`src/rtl/rst_seq_pkg.sv`:
```
package rst_seq_pkg;

    typedef enum logic [1:0] {
        TMO_1X = 2'd0,
        TMO_2X = 2'd1,
        TMO_4X = 2'd2,
        TMO_8X = 2'd3
    } tmo_code_e;

    // Timeout length in ticks for a code: base doubled per code step.
    function automatic int unsigned tmo_ticks(tmo_code_e code, int unsigned base);
        return base << code;
    endfunction

    // Integer quotient, never below one.
    function automatic int unsigned div_min1(int unsigned num, int unsigned den);
        int unsigned q;
        q = num / den;
        return (q == 0) ? 1 : q;
    endfunction

    // Cycles covering a time in ns, rounded up, never below one.
    function automatic int unsigned ns_to_cycles(int unsigned hz, int unsigned ns);
        longint unsigned prod;
        longint unsigned cyc;
        prod = longint'(hz) * longint'(ns);
        cyc  = (prod + 64'd999_999_999) / 64'd1_000_000_000;
        return (cyc == 0) ? 1 : int'(cyc);
    endfunction

endpackage

```
`src/rtl/rst_seq_sync.sv`:
```
module rst_seq_sync #(
    parameter int WIDTH = 5
) (
    input  logic             clk,
    input  logic             rst,
    input  logic [WIDTH-1:0] d,
    output logic [WIDTH-1:0] q
);
    // Two flops per bit; reset value all ones (supplies bad, manual reset idle).
    logic [WIDTH-1:0] meta;

    always_ff @(posedge clk) begin
        if (rst) begin
            meta <= '1;
            q    <= '1;
        end else begin
            meta <= d;
            q    <= meta;
        end
    end

endmodule

```
`src/rtl/rst_seq_prescale.sv`:
```
module rst_seq_prescale #(
    parameter int unsigned CYC = 4
) (
    input  logic clk,
    input  logic rst,
    input  logic clr,
    output logic tick
);
    localparam int PW = (CYC > 1) ? $clog2(CYC) : 1;
    localparam logic [PW-1:0] LAST = PW'(CYC - 1);

    logic [PW-1:0] pre;

    assign tick = (pre == LAST);

    always_ff @(posedge clk) begin
        if (rst || clr) begin
            pre <= '0;
        end else if (tick) begin
            pre <= '0;
        end else begin
            pre <= pre + PW'(1);
        end
    end

    // Two ticks never come back to back unless a tick lasts one cycle.
    AST_TICK_SPACING: assert property (@(posedge clk) disable iff (rst)
        (tick && !clr && CYC > 1) |=> !tick);

endmodule

```
`src/rtl/rst_seq_mrfilt.sv`:
```
module rst_seq_mrfilt #(
    parameter int unsigned FILT = 4
) (
    input  logic clk,
    input  logic rst,
    input  logic low,
    output logic act
);
    localparam int FW = $clog2(FILT + 1);
    localparam logic [FW-1:0] FMAX = FW'(FILT);

    logic [FW-1:0] run;

    assign act = (run == FMAX);

    always_ff @(posedge clk) begin
        if (rst || !low) begin
            run <= '0;
        end else if (!act) begin
            run <= run + FW'(1);
        end
    end

    AST_MR_GLITCH_DROP: assert property (@(posedge clk) disable iff (rst)
        !low |=> !act);

    AST_MR_NEEDS_LOW: assert property (@(posedge clk) disable iff (rst)
        $rose(act) |-> $past(low));

endmodule

```
`src/rtl/rst_seq_timer.sv`:
```
module rst_seq_timer
    import rst_seq_pkg::*;
#(
    parameter int unsigned BASE  = 50,
    parameter int          CNT_W = 9
) (
    input  logic       clk,
    input  logic       rst,
    input  logic       fault,
    input  logic       wd_ovf,
    input  logic       tick,
    input  logic [1:0] sel,
    output logic       load,
    output logic       act
);
    typedef struct packed {
        logic             busy;
        logic [CNT_W-1:0] cnt;
    } tstate_t;

    tstate_t          st;
    logic [CNT_W-1:0] lim_m1;
    logic             wd_start;

    assign lim_m1   = CNT_W'(tmo_ticks(tmo_code_e'(sel), BASE) - 1);
    assign wd_start = wd_ovf && !st.busy;
    assign load     = fault || wd_start;
    assign act      = st.busy;

    always_ff @(posedge clk) begin
        if (rst || load) begin
            st.busy <= 1'b1;
            st.cnt  <= '0;
        end else if (st.busy && tick) begin
            if (st.cnt >= lim_m1) begin
                st.busy <= 1'b0;
                st.cnt  <= '0;
            end else begin
                st.cnt  <= st.cnt + CNT_W'(1);
            end
        end
    end

    AST_FAULT_FORCES_RESET: assert property (@(posedge clk) disable iff (rst)
        fault |=> act);

    AST_RELEASE_ON_TICK: assert property (@(posedge clk) disable iff (rst)
        $fell(act) |-> $past(tick));

    AST_NO_RELEASE_IN_FAULT: assert property (@(posedge clk) disable iff (rst)
        $fell(act) |-> !$past(fault));

    AST_WD_PULSE_START: assert property (@(posedge clk) disable iff (rst)
        (wd_ovf && !act && !fault) |=> (act && st.cnt == '0));

endmodule

```
`src/rtl/rst_seq_top.sv`:
```
module rst_seq_top
    import rst_seq_pkg::*;
#(
    parameter int          NUM_SUP    = 4,
    parameter int unsigned CLK_HZ     = 50_000_000,
    parameter int unsigned TICK_SCALE = 1,
    parameter int unsigned MR_FILT_NS = 500,
    parameter int unsigned TMO_BASE   = 50,
    parameter bit          ACT_HIGH   = 1'b0
) (
    input  logic               clk,
    input  logic               rst,
    input  logic [NUM_SUP-1:0] uv_flag,
    input  logic               mr_n,
    input  logic               wd_ovf,
    input  logic [1:0]         tmo_sel,
    output logic               sys_rst,
    output logic               rst_busy
);
    localparam int unsigned CYC_PER_TICK = div_min1(CLK_HZ, 1000 * TICK_SCALE);
    localparam int unsigned MR_FILT_CYC  = ns_to_cycles(CLK_HZ, MR_FILT_NS);
    localparam int unsigned MAX_TICKS    = TMO_BASE << 3;
    localparam int          CNT_W        = $clog2(MAX_TICKS);
    localparam int          SYNC_W       = NUM_SUP + 1;

    logic [SYNC_W-1:0]  async_in;
    logic [SYNC_W-1:0]  sync_out;
    logic [NUM_SUP-1:0] uv_s;
    logic               mr_low_s;
    logic               mr_act;
    logic               fault;
    logic               load;
    logic               tick;
    logic               busy;

    assign async_in = {mr_n, uv_flag};
    assign uv_s     = sync_out[NUM_SUP-1:0];
    assign mr_low_s = ~sync_out[NUM_SUP];
    assign fault    = (|uv_s) || mr_act;

    rst_seq_sync #(
        .WIDTH (SYNC_W)
    ) u_sync (
        .clk (clk),
        .rst (rst),
        .d   (async_in),
        .q   (sync_out)
    );

    rst_seq_mrfilt #(
        .FILT (MR_FILT_CYC)
    ) u_mrfilt (
        .clk (clk),
        .rst (rst),
        .low (mr_low_s),
        .act (mr_act)
    );

    rst_seq_prescale #(
        .CYC (CYC_PER_TICK)
    ) u_prescale (
        .clk  (clk),
        .rst  (rst),
        .clr  (load),
        .tick (tick)
    );

    rst_seq_timer #(
        .BASE  (TMO_BASE),
        .CNT_W (CNT_W)
    ) u_timer (
        .clk    (clk),
        .rst    (rst),
        .fault  (fault),
        .wd_ovf (wd_ovf),
        .tick   (tick),
        .sel    (tmo_sel),
        .load   (load),
        .act    (busy)
    );

    assign rst_busy = busy;

    generate
        if (ACT_HIGH) begin : g_out_high
            assign sys_rst = busy;
        end else begin : g_out_low
            assign sys_rst = ~busy;
        end
    endgenerate

    AST_SUPPLY_HOLDS: assert property (@(posedge clk) disable iff (rst)
        (|uv_s) |=> rst_busy);

endmodule

```
`config.mk`:
```
export PLATFORM = sky130hd
export DESIGN_NAME = rst_seq_top
export DESIGN_NICKNAME = d
export VERILOG_FILES = /design/src/rtl/rst_seq_pkg.sv /design/src/rtl/rst_seq_sync.sv /design/src/rtl/rst_seq_prescale.sv /design/src/rtl/rst_seq_mrfilt.sv /design/src/rtl/rst_seq_timer.sv /design/src/rtl/rst_seq_top.sv
export SDC_FILE = /design/constraint.sdc
export NUM_CORES = 1
export LEC_CHECK = 0
export ABC_AREA = 1
export BUFFER_PORTS_ARGS = -buffer_cell sky130_fd_sc_hd__buf_2
export CAP_MARGIN = 20
export CELL_PAD_IN_SITES_DETAIL_PLACEMENT = 1
export CELL_PAD_IN_SITES_GLOBAL_PLACEMENT = 2
export CORE_AREA = 2 2 78 80
export CTS_BUF_LIST = sky130_fd_sc_hd__clkbuf_4 sky130_fd_sc_hd__clkbuf_8
export DETAILED_ROUTE_END_ITERATION = 16
export DIE_AREA = 0 0 80 82
export GPL_TIMING_DRIVEN = 1
export PLACE_DENSITY_LB_ADDON = 0.3
export SLEW_MARGIN = 10
export SYNTH_ARGS = -nofsm -noshare
export SYNTH_HDL_FRONTEND = slang
export SYNTH_HIERARCHICAL = 1
export SYNTH_SLANG_ARGS = --single-unit
```
`constraint.sdc`:
```
create_clock -name clk -period 4.57 [get_ports clk]
set_input_delay 0.457 -clock clk [delete_from_list [all_inputs] [get_ports clk]]
set_output_delay 0.457 -clock clk [all_outputs]
set_load 0.03 [all_outputs]
```
==> metrics.txt <==
worst IR drop on VDD=0.000185 V; kind of critical path=reg2reg; worst hold path class=in2reg; worst endpoint data arrival time=2.42 ns; Core ar.=5750 um2; FF+latch count, synth=41; Vias/cell=4.54; clock sinks=41; final setup fails=0; Syn Nets=333; later-pin clock latency in the skew report=0.30 ns; most common library cells after synthesis=nand2_1 (69), inv_1 (53), nor2_1 (46); total number of vias=1815; largest net degree at the start of global routing=17; Total Wirelength=4530 um; Initial Util=38.0%; max_cap viols=0; register area share after synthesis=37.6%; minimum clock period=2.19 ns; diodes inserted=0; Final Hold Vio Count=0; PD cells=304 nW/um2; Layout Nets=349; Mean Syn Cell Area=7.08 um2; Setup Buffers After CTS=0; Worst Reg-to-Reg Cells=10; post-route setup slack=2.38 ns; Synth area leaders=dfxtp_1 (38%), nand2_1 (12%), inv_1 (9.1%), ha_1 (8.6%), nor2_1 (7.9%); H-Tree Depth=2; PostCTS Resize Cnt=0; CP required=4.81 ns; leading area contributor after synthesis=dfxtp_1; TritonCTS clock tree=yes; Mapped Area=2180 um2; crit path capture type=register; Die ar.=6560 um2; Cells after Synth=308; top-area cell type share of the netlist area=37.6%; Site Rows=28; number of synthesized flops with an enable pin=0; Slew Viols, Final=0; Synth cell types=27; clock-pin slew on the worst setup and hold paths=0.08 ns; asr flop ratio synth=0%; global route overflow=0; Clock Skew=0.00666 ns; pre-CTS WS=2.40 ns; DR pass1 iterations=4; hpwl dp=3550 um; P&R area growth vs syn=11.9%; Worst slew margin=79.4%; Total GRT Usage=15.5%; Setup TNS Final=0 ns; WHS Path Cells=3; RSZ-0062 raised after global routing=false; first-pass GRT wire length=7940 um; CTS Hold Bufs=0; Max Fanout on Critical Path=5; CP startpoint kind=register; Chip Height=82 um; actual slew at the worst max-slew pin=0.309 ns; Synth Warn #=6; # DRC=0; dominant synthesized flop cell=dfxtp_1; count leader, synth=nand2_1; Tot Pwr=741 uW; outcome=finished, final reports clean; Post-DRT Antenna Nets=0; die width=80 um; clock tree buffer depth=2; GPL Wtd Cong=0.760; First DRT Iteration DRCs=40; wire length per cell=11.3 um; io pins=12; vias in the first global route=1755; fin crit share=47.8%; root buffer cell=clkbuf_8; Num CTS Buffers=5; Layout Utilization=42.5%; Leak=1.01 nW; initial antenna violation count=0; layout cells sized above 1=12.9%; PortBufs=11; fmax=457 MHz
path summary, 6_finish.rpt:
kind | start | end | slack (ns)
worst min-delay path | uv_flag[2] | u_sync/meta[2] | 0.33
worst min register to register | u_sync/meta[4] | u_sync/q[4] | 0.42
worst max-delay path | u_prescale/pre[0] | u_timer/st[8] | 2.38
worst max register to register | u_prescale/pre[0] | u_timer/st[8] | 2.38
layout by cell type (no fill, tap or decap), drive strengths merged, types with 3 or more instances in the layout:
master,n
clkbuf,5
xnor2,3
or2,4
inv,58
nor3,4
xor2,7
ha,15
nand4,10
dfxtp,41
a21oi,14
buf,11
nor2,53
nand3,16
nand2,77
power by group:
part           switching (mW)  internal (mW)  leakage, nW
combinational          0.0117        0.00836        0.612
clock                   0.139          0.220       0.0687
sequential            0.00138          0.361        0.333
final cells by class:
type / count / area, um2
fill: 759 / 3300
clock inverter: 3 / 68.8
timing repair buffer: 11 / 55.1
clock buffer: 5 / 68.8
tap: 75 / 93.8
inverter: 57 / 214
multi-input combinational: 208 / 1120
sequential: 41 / 821
metal layers:
metal,vias up,global-route usage [%],wire length [um]
met5,-,0,0
met4,0,6.10,65
met3,5,2.64,77
met2,9,25.9,2200
met1,829,20.0,2180
li1,972,-,-
state kept, by name (all words and copies together), names as in the netlist:
register,cells
u_prescale/pre,16
u_timer/st,9
u_mrfilt/run,5
u_sync/meta,5
u_sync/q,5
u_timer/act,1
metrics by stage:
stage / cell area [um2] / instances / hold slack, ns
global placement: 2300 / 392 / 0.389
CTS: 2440 / 400 / 0.326
finish: 2440 / 400 / 0.335
floorplan: 2180 / 308 / 0.380
global route: 2440 / 400 / 0.341
detailed placement: 2300 / 392 / 0.402
cell families (layout without fill, tap and decap cells):
group / after synthesis / after routing / share of synthesized area, %
AO/OA/AOI/OAI: 19 / 19 / 4.65
XOR/XNOR: 10 / 10 / 4.02
adder cells (fa/ha/maj): 15 / 15 / 8.61
buffers and inverters: 59 / 76 / 11.0
flip-flops: 41 / 41 / 37.6
AND/OR/NAND/NOR: 164 / 164 / 34.1
worst max-delay path, cell delays in order (launching register included):
cell     delay (ns)
dfxtp_1        0.39
ha_1           0.20
nand3_1        0.19
or2_2          0.34
nor2_1         0.22
nand3_2        0.14
nor2_2         0.17
nand4_1        0.13
a21oi_1        0.18
nand2_1        0.08
nor2_1         0.09
No activity file was read; power rests on OpenSTA's default activity.
